File: config.mk
export PLATFORM = sky130hd
export DESIGN_NAME = pwm_cmp_channel
export DESIGN_NICKNAME = d
export VERILOG_FILES = /design/src/rtl/pwm_cmp_pkg.sv /design/src/rtl/pwm_cmp_regs.sv /design/src/rtl/pwm_cmp_eval.sv /design/src/rtl/pwm_cmp_channel.sv
export SDC_FILE = /design/constraint.sdc
export NUM_CORES = 1
export LEC_CHECK = 0
export BUFFER_PORTS_ARGS = -buffer_cell sky130_fd_sc_hd__buf_2
export CORE_UTILIZATION = 50
export CTS_CLUSTER_DIAMETER = 80
export DETAILED_ROUTE_END_ITERATION = 10
export PLACE_DENSITY = 0.83
export SLEW_MARGIN = 20
export SYNTH_ARGS = -nofsm -noshare
export SYNTH_HDL_FRONTEND = slang
export SYNTH_HIERARCHICAL = 1
export SYNTH_SLANG_ARGS = --single-unit
File: constraint.sdc
create_clock -name clk -period 3 [get_ports clk]
set_clock_uncertainty 0.05 [all_clocks]
set_input_delay 0.45 -clock clk [delete_from_list [all_inputs] [get_ports clk]]
set_output_delay 0.45 -clock clk [all_outputs]
set_load 0.02 [all_outputs]
File: src/rtl/pwm_cmp_pkg.sv
package pwm_cmp_pkg;

    localparam int CTRL_W = 6;

    // Control word, bit 0 at the bottom:
    // [0] buf_en  [1] fast_en  [2] pol_inv  [3] mode_b  [5:4] dir_cfg
    typedef struct packed {
        logic [1:0] dir_cfg;
        logic       mode_b;
        logic       pol_inv;
        logic       fast_en;
        logic       buf_en;
    } ctrl_t;

    localparam logic [1:0] DIR_OUTPUT = 2'b00;

endpackage

File: src/rtl/pwm_cmp_regs.sv
module pwm_cmp_regs
    import pwm_cmp_pkg::*;
#(
    parameter int CNT_W = 16
) (
    input  logic             clk,
    input  logic             rst_n,
    input  logic             wr_en,
    input  logic             wr_sel,
    input  logic [CNT_W-1:0] wr_data,
    input  logic             ovf_evt,
    output ctrl_t            ctrl,
    output logic [CNT_W-1:0] cmp_active
);

    typedef struct packed {
        ctrl_t            ctrl;
        logic [CNT_W-1:0] shadow;
        logic [CNT_W-1:0] active;
    } reg_state_t;

    reg_state_t st_d, st_q;

    always_comb begin
        st_d = st_q;
        // transfer first, from the shadow held before any write this cycle
        if (st_q.ctrl.buf_en && ovf_evt) begin
            st_d.active = st_q.shadow;
        end
        if (wr_en && !wr_sel) begin
            st_d.shadow = wr_data;
            if (!st_q.ctrl.buf_en) begin
                st_d.active = wr_data;
            end
        end
        if (wr_en && wr_sel) begin
            st_d.ctrl = ctrl_t'(wr_data[CTRL_W-1:0]);
        end
    end

    always_ff @(posedge clk or negedge rst_n) begin
        if (!rst_n) begin
            st_q <= '0;
        end else begin
            st_q <= st_d;
        end
    end

    assign ctrl       = st_q.ctrl;
    assign cmp_active = st_q.active;

endmodule

File: src/rtl/pwm_cmp_eval.sv
module pwm_cmp_eval #(
    parameter int CNT_W = 16
) (
    input  logic [CNT_W-1:0] cnt_val,
    input  logic             cnt_dn,
    input  logic [CNT_W-1:0] cmp_val,
    input  logic             mode_b,
    input  logic             fast_en,
    input  logic             trig_evt,
    output logic             raw_next
);

    logic up_lvl;
    logic dn_lvl;
    logic shape_a;
    logic forced;

    always_comb begin
        up_lvl   = !(cmp_val > cnt_val);
        dn_lvl   = (cmp_val < cnt_val);
        shape_a  = cnt_dn ? dn_lvl : up_lvl;
        forced   = fast_en && trig_evt;
        raw_next = forced ? !mode_b : (shape_a ^ mode_b);
    end

endmodule

File: src/rtl/pwm_cmp_channel.sv
module pwm_cmp_channel
    import pwm_cmp_pkg::*;
#(
    parameter int CNT_W = 16
) (
    input  logic             clk,
    input  logic             rst_n,
    input  logic [CNT_W-1:0] cnt_val,
    input  logic             cnt_dn,
    input  logic             ovf_evt,
    input  logic             trig_evt,
    input  logic             wr_en,
    input  logic             wr_sel,
    input  logic [CNT_W-1:0] wr_data,
    output logic             pwm_out
);

    localparam int MIN_W = CTRL_W;

    typedef struct packed {
        logic raw;
    } out_state_t;

    ctrl_t            ctrl_q;
    logic [CNT_W-1:0] cmp_active;
    logic             raw_next;
    logic             is_output;
    out_state_t       os_d, os_q;

    initial begin
        if (CNT_W < MIN_W) $display("pwm_cmp_channel: CNT_W below control width");
    end

    pwm_cmp_regs #(.CNT_W(CNT_W)) regs_i (
        .clk        (clk),
        .rst_n      (rst_n),
        .wr_en      (wr_en),
        .wr_sel     (wr_sel),
        .wr_data    (wr_data),
        .ovf_evt    (ovf_evt),
        .ctrl       (ctrl_q),
        .cmp_active (cmp_active)
    );

    pwm_cmp_eval #(.CNT_W(CNT_W)) eval_i (
        .cnt_val  (cnt_val),
        .cnt_dn   (cnt_dn),
        .cmp_val  (cmp_active),
        .mode_b   (ctrl_q.mode_b),
        .fast_en  (ctrl_q.fast_en),
        .trig_evt (trig_evt),
        .raw_next (raw_next)
    );

    always_comb begin
        is_output = (ctrl_q.dir_cfg == DIR_OUTPUT);
        os_d      = os_q;
        os_d.raw  = is_output ? raw_next : 1'b0;
    end

    always_ff @(posedge clk or negedge rst_n) begin
        if (!rst_n) begin
            os_q <= '0;
        end else begin
            os_q <= os_d;
        end
    end

    assign pwm_out = is_output && (os_q.raw ^ ctrl_q.pol_inv);

endmodule

# Word level (Yosys, flattened, before mapping)
# Index checks and enable logic that the tools add are counted.
dict set report totals {
  ff_bits 39
}
dict set report op_classes {
  mux 6
  bitwise_logic 2
  n_lt_le_gt_ge 2
  reduce_logical 9
}
# op n
set ops {}
lappend ops {{$mux W16} 3}
lappend ops {{$gt A16 B16 Y1} 1}
lappend ops {{$lt A16 B16 Y1} 1}
lappend ops {{$logic_and A1 B1 Y1} 5}
lappend ops {{$logic_not A1 Y1} 3}
lappend ops {{$mux W1} 3}
lappend ops {{$logic_not A2 Y1} 1}
lappend ops {{$xor A1 B1 Y1} 2}

# Logic depth before layout (Yosys ltp)
# Gate-level depths: netlist of run 1.
dict set report logic_depth {
  ltp_word 6
  mapped_depth 9
}

# Hierarchy
# Netlist of run 1, hierarchy kept.
# mod seq_area_each_um2 area_each_um2 cells_per_inst n_inst
set modules_own_cells {}
lappend modules_own_cells {pwm_cmp_regs 950.9 1941.9 164 1}
lappend modules_own_cells {pwm_cmp_eval 0.0 425.4 61 1}
lappend modules_own_cells {pwm_cmp_channel 25.0 51.3 4 1}

# Worst setup path after synthesis of run 1
# Ideal clock, no wire load.
dict set report synth_path {
  kind {input to register}
  start {input cnt_val[15]}
  end {register os_q}
  setup_time_ns 0.088
  path_stages 8
  path_slack_ns 0.783
  arrival_time_ns 2.079
  path_cell_list {inv_1 -> ha_1 -> nand4_2 -> or4_4 -> a21o_1 -> a31oi_1 -> xnor2_1 -> nor3b_1}
}
dict set report synth_between {
  elab_chain_len 6
  elab_cells_between_ends 7
  cone_classes {order compare (2); mux (3); bitwise (1); reduce/logical (1)}
}
# element line
set synth_rtl {}
lappend synth_rtl {{from (decl)} pwm_cmp_channel.sv:8} ;# input logic [CNT_W-1:0] cnt_val,
lappend synth_rtl {{$gt A16 B16 Y1} pwm_cmp_eval.sv:19} ;# up_lvl = !(cmp_val > cnt_val);
lappend synth_rtl {{$logic_not A1 Y1} pwm_cmp_eval.sv:19}
lappend synth_rtl {{$mux W1 *} pwm_cmp_eval.sv:21} ;# shape_a = cnt_dn ? dn_lvl : up_lvl;
lappend synth_rtl {{$xor A1 B1 Y1 *} pwm_cmp_eval.sv:23} ;# raw_next = forced ? !mode_b : (shape_a ^ mode_b);
lappend synth_rtl {{$mux W1 *} pwm_cmp_eval.sv:23}
lappend synth_rtl {{net raw_next} pwm_cmp_channel.sv:26} ;# logic raw_next;
lappend synth_rtl {{$mux W1 *} pwm_cmp_channel.sv:58} ;# os_d.raw = is_output ? raw_next : 1'b0;
lappend synth_rtl {{net os_d} pwm_cmp_channel.sv:28} ;# out_state_t os_d, os_q;
lappend synth_rtl {{to (signal assigned)} pwm_cmp_channel.sv:65} ;# os_q <= os_d;
lappend synth_rtl {{to (decl)} pwm_cmp_channel.sv:28}
# Mark *: on every way through the listed nets, which the timed path passes. The rest lies on a longest branch.
# A chain may end at the register's enable or synchronous reset.

# Final worst setup path of run 1
dict set report layout_path {
  start {register regs_i.st_q, in the netlist regs_i/cmp_active[15]}
  end {register os_q}
}
dict set report layout_between {
  elab_chain_len 6
  elab_cells_between_ends 7
  cone_classes {order compare (2); mux (3); bitwise (1); reduce/logical (1)}
}
# element line
set layout_rtl {}
lappend layout_rtl {{from (decl)} pwm_cmp_regs.sv:22} ;# reg_state_t st_d, st_q;
lappend layout_rtl {{from (signal assigned)} pwm_cmp_regs.sv:45} ;# st_q <= st_d;
lappend layout_rtl {{$gt A16 B16 Y1} pwm_cmp_eval.sv:19}
lappend layout_rtl {{$logic_not A1 Y1} pwm_cmp_eval.sv:19}
lappend layout_rtl {{$mux W1 *} pwm_cmp_eval.sv:21}
lappend layout_rtl {{$xor A1 B1 Y1 *} pwm_cmp_eval.sv:23}
lappend layout_rtl {{$mux W1 *} pwm_cmp_eval.sv:23}
lappend layout_rtl {{net raw_next} pwm_cmp_channel.sv:26}
lappend layout_rtl {{$mux W1 *} pwm_cmp_channel.sv:58}
lappend layout_rtl {{net os_d} pwm_cmp_channel.sv:28}
# Marks and branches as above.

==> flow_metrics.tcl, run 1 <==
set metrics [dict create \
    clock_power_share_pct 31.1 \
    cts_tree "done" \
    max-clock-path-buffers 2 \
    cts_inserted_buffers 5 \
    pwr_density_nw_per_um2 636.4 \
    cp-end-kind "flip-flop" \
    finalCriticalPeriod_ps 2241 \
    first_pass_grt_wire_length_um 7907 \
    timing.max_slew.rel_slack_pct 43.32 \
    finalSetupTns_ps 0 \
    cp_cell_instances "ha_1, nand4_2, or4_4, a21o_1, a31oi_1, xnor2_1, nor3b_1" \
    placement.io_buffers 39 \
    timing.critical_path.from_type "flip-flop" \
    totalPowerFinal_mw 1.644 \
    antenna_violations_before_repair 0 \
    ff2ff_path_depth 7 \
    max_freq_mhz 446.2 \
    cp_top_family "simple AND/OR/NAND/NOR gates" \
    clk_root_buffer_cell "clkbuf_8" \
    crit_path_top_delay_cell "or4_4" \
    route.vias.total 1712 \
    post_synth_inst_count 228 \
    grt_pass1_vias 1688 \
    row_count 24 \
    synth.net_count 283 \
    dr_pass1_iterations 4 \
    total_leakage_power_nw 1.173 \
    share_seq_of_total_power_pct 43.1 \
    dp_hpwl_um 3316 \
    grt_max_degree 40 \
    area_delta_synth_final_pct 7.110 \
    setup.worst_path.class "reg -> reg" \
    holdBufCountCts 0 \
    timing.critical_path.arrival_ps 2410 \
    number_of_diodes 0 \
    final_max_slew_viol_count 0 \
    min-delay-path-class "in -> async" \
    route.detailed.vias_per_inst 5.843 \
    path_max_fanout 4 \
    switchingPower_mw 0.4542 \
    mapped_cell_area_um2 2411 \
    outcome "finished clean" \
    synth_area_per_cell_um2 10.57 \
    floorplan.die_area_um2 5104 \
    total_global_route_track_usage_pct 20.36 \
    worst_path_largest_cell_delay_ps 570 \
    skew_pair_late_insertion_delay_ps 300 \
    critPathRequiredTime_ps 3160 \
    layout.nets 295 \
    worstSetupPathDepth 7 \
    fp.dieH_um 71.44 \
    power_report.internal_total_mw 1.189 \
    boundaryPins 40 \
    drt_iter0_markers 44 \
    initial_core_util_pct 53.53 \
    finalHoldViolCount 0 \
    drc 0 \
    p_sw_share_pct 27.63 \
    fraction_of_layout_cells_with_a_size_suffix_above_1_pct 36.10 \
    yosys_warnings 6 \
    globalRoute.totalOverflow 0 \
    clk_pin_slew_worst_paths_ps 80 \
    route.detailed.wl_per_inst_um 16.41 \
    total_of_endpoints_with_negative_setup_slack_in_the_final_report 0 \
    cts_setup_buffers 0 \
    cap_violations 0 \
    drt.antenna.violating_nets 0 \
    wl_um 4809 \
    gpl.final_weighted_congestion 0.7649 \
    share_comb_of_total_power_pct 25.8 \
    final_min_period_over_clock_period_pct 74.71 \
    die-width_um 71.44 \
    worst-path-buf-inv 0 \
    filler_instances 390 \
    timing_worst_slew_pin_value_ps 850.2 \
    cts_num_sinks 39 \
    vdd_drop_max_uv 352.3 \
    cts_resized 0 \
    core-area_um2 4504 \
    final_core_occ_pct 57.33 \
    cts_max_level 2 \
    unrepaired_setup_endpoints_after_global_routing "no" \
]
## cell type report
type	instances	area, um2	area share (%)
Clock inverter	2	60.06	2.326
Clock buffer	6	72.57	2.810
Inverter	16	60.06	2.326
Sequential cell	39	975.9	37.79
Tap cell	52	65.06	2.519
Multi-Input combinational cell	137	1139	44.09
Timing Repair Buffer	41	210.2	8.140
## power groups by stage
stage | registers, mW | clock network, mW | logic, mW
floorplan | 0.675 | 0 | 0.430
global placement | 0.710 | 0 | 0.404
detailed placement | 0.717 | 0 | 0.420
CTS | 0.708 | 0.521 | 0.423
global route | 0.723 | 0.540 | 0.473
finish | 0.709 | 0.512 | 0.423
## stage by stage
step                instance area (um2)  hold WS (ps)  setup slack, ps  cells
floorplan                          2411         104.4            782.7    228
global placement                   2450         417.9            638.7    285
detailed placement                 2450         426.7            596.3    285
CTS                                2582         227.6            757.6    293
global route                       2582         275.3            547.3    293
finish                             2582         209.2            758.8    293
## cells in the final DEF (no fill, tap or decap)
master and count:
nand4_1 2, bufinv_16 2, a21bo_2 16, o21ai_0 2
clkbuf_8 5, mux2_1 2, o31ai_1 1, o211ai_1 1
nor4_1 1, nand2_1 8, mux2_2 20, clkbuf_1 1
buf_4 2, nand4_2 1, dfrtp_1 39, nand3_1 16
nor3b_1 1, nor3_1 1, buf_2 39, inv_1 16
ha_1 16, a21oi_1 6, nor2b_1 2, or3b_1 1
a31oi_1 17, nor2_1 2, xnor2_1 2, nor3_2 1
or4_4 1, nor4b_1 16, a21o_1 1
## registers in the layout, summed over array words and instances, names as in the netlist
signal,cells
regs_i/cmp_active,16
regs_i/st_q,16
regs_i/ctrl,6
os_q,1
## final timing paths
path	to	slack (ps)	startpoint
setup / recovery	os_q	760	regs_i/cmp_active[15]
hold reg to reg	os_q	450	regs_i/ctrl[5]
max in group asynchronous	regs_i/cmp_active[8]	2150	rst_n
setup reg to reg	os_q	760	regs_i/cmp_active[15]
hold / removal	regs_i/st_q[19]	210	rst_n
min in group clk	regs_i/st_q[22]	350	wr_data[6]
## layer usage
| layer | track usage (%) | part of all wire [%] | vias up |
|---|---|---|---|
| met1 | 26.88 | 45 | 825 |
| li1 | - | - | 824 |
| met2 | 31.96 | 48 | 56 |
| met5 | 0 | 0 | - |
| met4 | 9.778 | 2.1 | 0 |
| met3 | 4.501 | 4.9 | 7 |
No activity file was read; power rests on OpenSTA's default activity.
==> run 2: changes to the inputs <==
- clock period: 3 -> 2.1 ns (I/O delays scaled with it)
==> flow_metrics.tcl, run 2 (synthesized netlist as in run 1, its figures left out) <==
set metrics [dict create \
    outcome "finished, violations left" \
    failed_checks "negative setup slack" \
    fp.dieH_um 71.44 \
    total_global_route_track_usage_pct 20.41 \
    fraction_of_layout_cells_with_a_size_suffix_above_1_pct 39.75 \
    layout.nets 299 \
    die-width_um 71.44 \
    dp_hpwl_um 3385 \
    path_max_fanout 2 \
    cts_inserted_buffers 5 \
    row_count 24 \
    cts_max_level 2 \
    area_delta_synth_final_pct 9.341 \
    finish.instance_area_um2 2636 \
    post-place-cells 288 \
    grt_pass1_vias 1620 \
    initial_core_util_pct 53.53 \
    floorplan.die_area_um2 5104 \
    timing.critical_path.from_type "flip-flop" \
    route.detailed.vias_per_inst 5.936 \
    pwr_density_nw_per_um2 825.0 \
    ff2ff_path_depth 7 \
    boundaryPins 40 \
    total_of_endpoints_with_negative_setup_slack_in_the_final_report 1 \
    timing_worst_slew_pin_value_ps 855.1 \
    final_min_period_over_clock_period_pct 100.4 \
    globalRoute.totalOverflow 0 \
    final_max_slew_viol_count 0 \
    clk_pin_slew_worst_paths_ps 70 \
    dr_pass1_iterations 4 \
    core-area_um2 4504 \
    max_freq_mhz 474.5 \
    finalSetupTns_ps -7.538 \
    filler_instances 379 \
    timing.critical_path.arrival_ps 2270 \
    fin_cells 296 \
    cap_violations 0 \
    first_pass_grt_wire_length_um 7962 \
    antenna_violations_before_repair 0 \
    vdd_drop_max_uv 455.0 \
    min-delay-path-class "in -> async" \
    cts_num_sinks 39 \
    number_of_diodes 0 \
    grt_max_degree 50 \
    layout.cells.most_common_list "buf_2, dfrtp_1, mux2_2, a31oi_1" \
    drc 0 \
    critPathRequiredTime_ps 2270 \
    drt.antenna.violating_nets 0 \
    final_core_occ_pct 58.53 \
    finalHoldWorstSlack_ps 80.11 \
    totalPowerFinal_mw 2.175 \
    cts_tree "done" \
    timing.max_slew.rel_slack_pct 42.99 \
    max-clock-path-buffers 2 \
    finalHoldViolCount 0 \
    route.vias.total 1757 \
    clk_root_buffer_cell "clkbuf_8" \
    post_dp_cell_area_um2 2502 \
    drt_iter0_markers 92 \
    skew_pair_late_insertion_delay_ps 290 \
    route.detailed.wl_per_inst_um 16.13 \
    unrepaired_setup_endpoints_after_global_routing "yes" \
    cp-end-kind "flip-flop" \
    total_leakage_power_nw 1.177 \
    setup.worst_path.class "reg -> reg" \
    finalWorstSetupSlack_ps -7.538 \
    placement.io_buffers 39 \
    finalCriticalPeriod_ps 2108 \
    gpl.final_weighted_congestion 0.7298 \
    pre_cts_ws_ps -63.75 \
    wl_um 4773 \
]
run 2: repair_timing:
action,CTS,global route
hold buffers,0,0
pin swaps,3,4
resized for setup,2,2
endpoints found under the setup margin,1,1
setup buffers,1,0
run 2: final timing paths:
check | slack, ps | start | end
max | -8 | regs_i/cmp_active[10] | os_q
min in group clk | 220 | wr_data[6] | regs_i/st_q[22]
max reg2reg | -8 | regs_i/cmp_active[10] | os_q
min | 80 | rst_n | regs_i/ctrl[2]
min reg2reg | 440 | regs_i/st_q[22] | regs_i/st_q[22]
max in group asynchronous | 1380 | rst_n | regs_i/cmp_active[13]
run 2: layout make-up:
type / count / area [um2] / area share, %
clock buffer: 6 / 82.58 / 3.132
clock inverter: 1 / 5.005 / 0.1898
inverter: 16 / 60.06 / 2.278
multi-input combinational: 137 / 1207 / 45.80
sequential: 39 / 975.9 / 37.02
tap: 52 / 65.06 / 2.468
timing repair buffer: 45 / 240.2 / 9.112
run 2: report_power, final:
group	switching [mW]	internal [mW]	total, mW	leakage [nW]
clock	0.249	0.257	0.507	0.0470
sequential	0.105	0.902	1.01	0.459
combinational	0.301	0.360	0.661	0.671
total	0.656	1.52	2.17	1.18
run 2: worst max-delay path, cell delays in order (launching register included):
cell and delay, ps:
dfrtp_1 410, ha_4 280, nand4_1 110, or4_4 560, a21o_1 170, a31oi_1 150, xnor2_1 130, nor3b_2 170
run 2: per-layer routing:
layer	up-vias	track usage, %	share of wire [%]
li1	839	-	-
met1	856	28.49	47
met2	56	31.64	47
met3	6	4.219	4.9
met4	0	7.333	1.4
met5	-	0	0
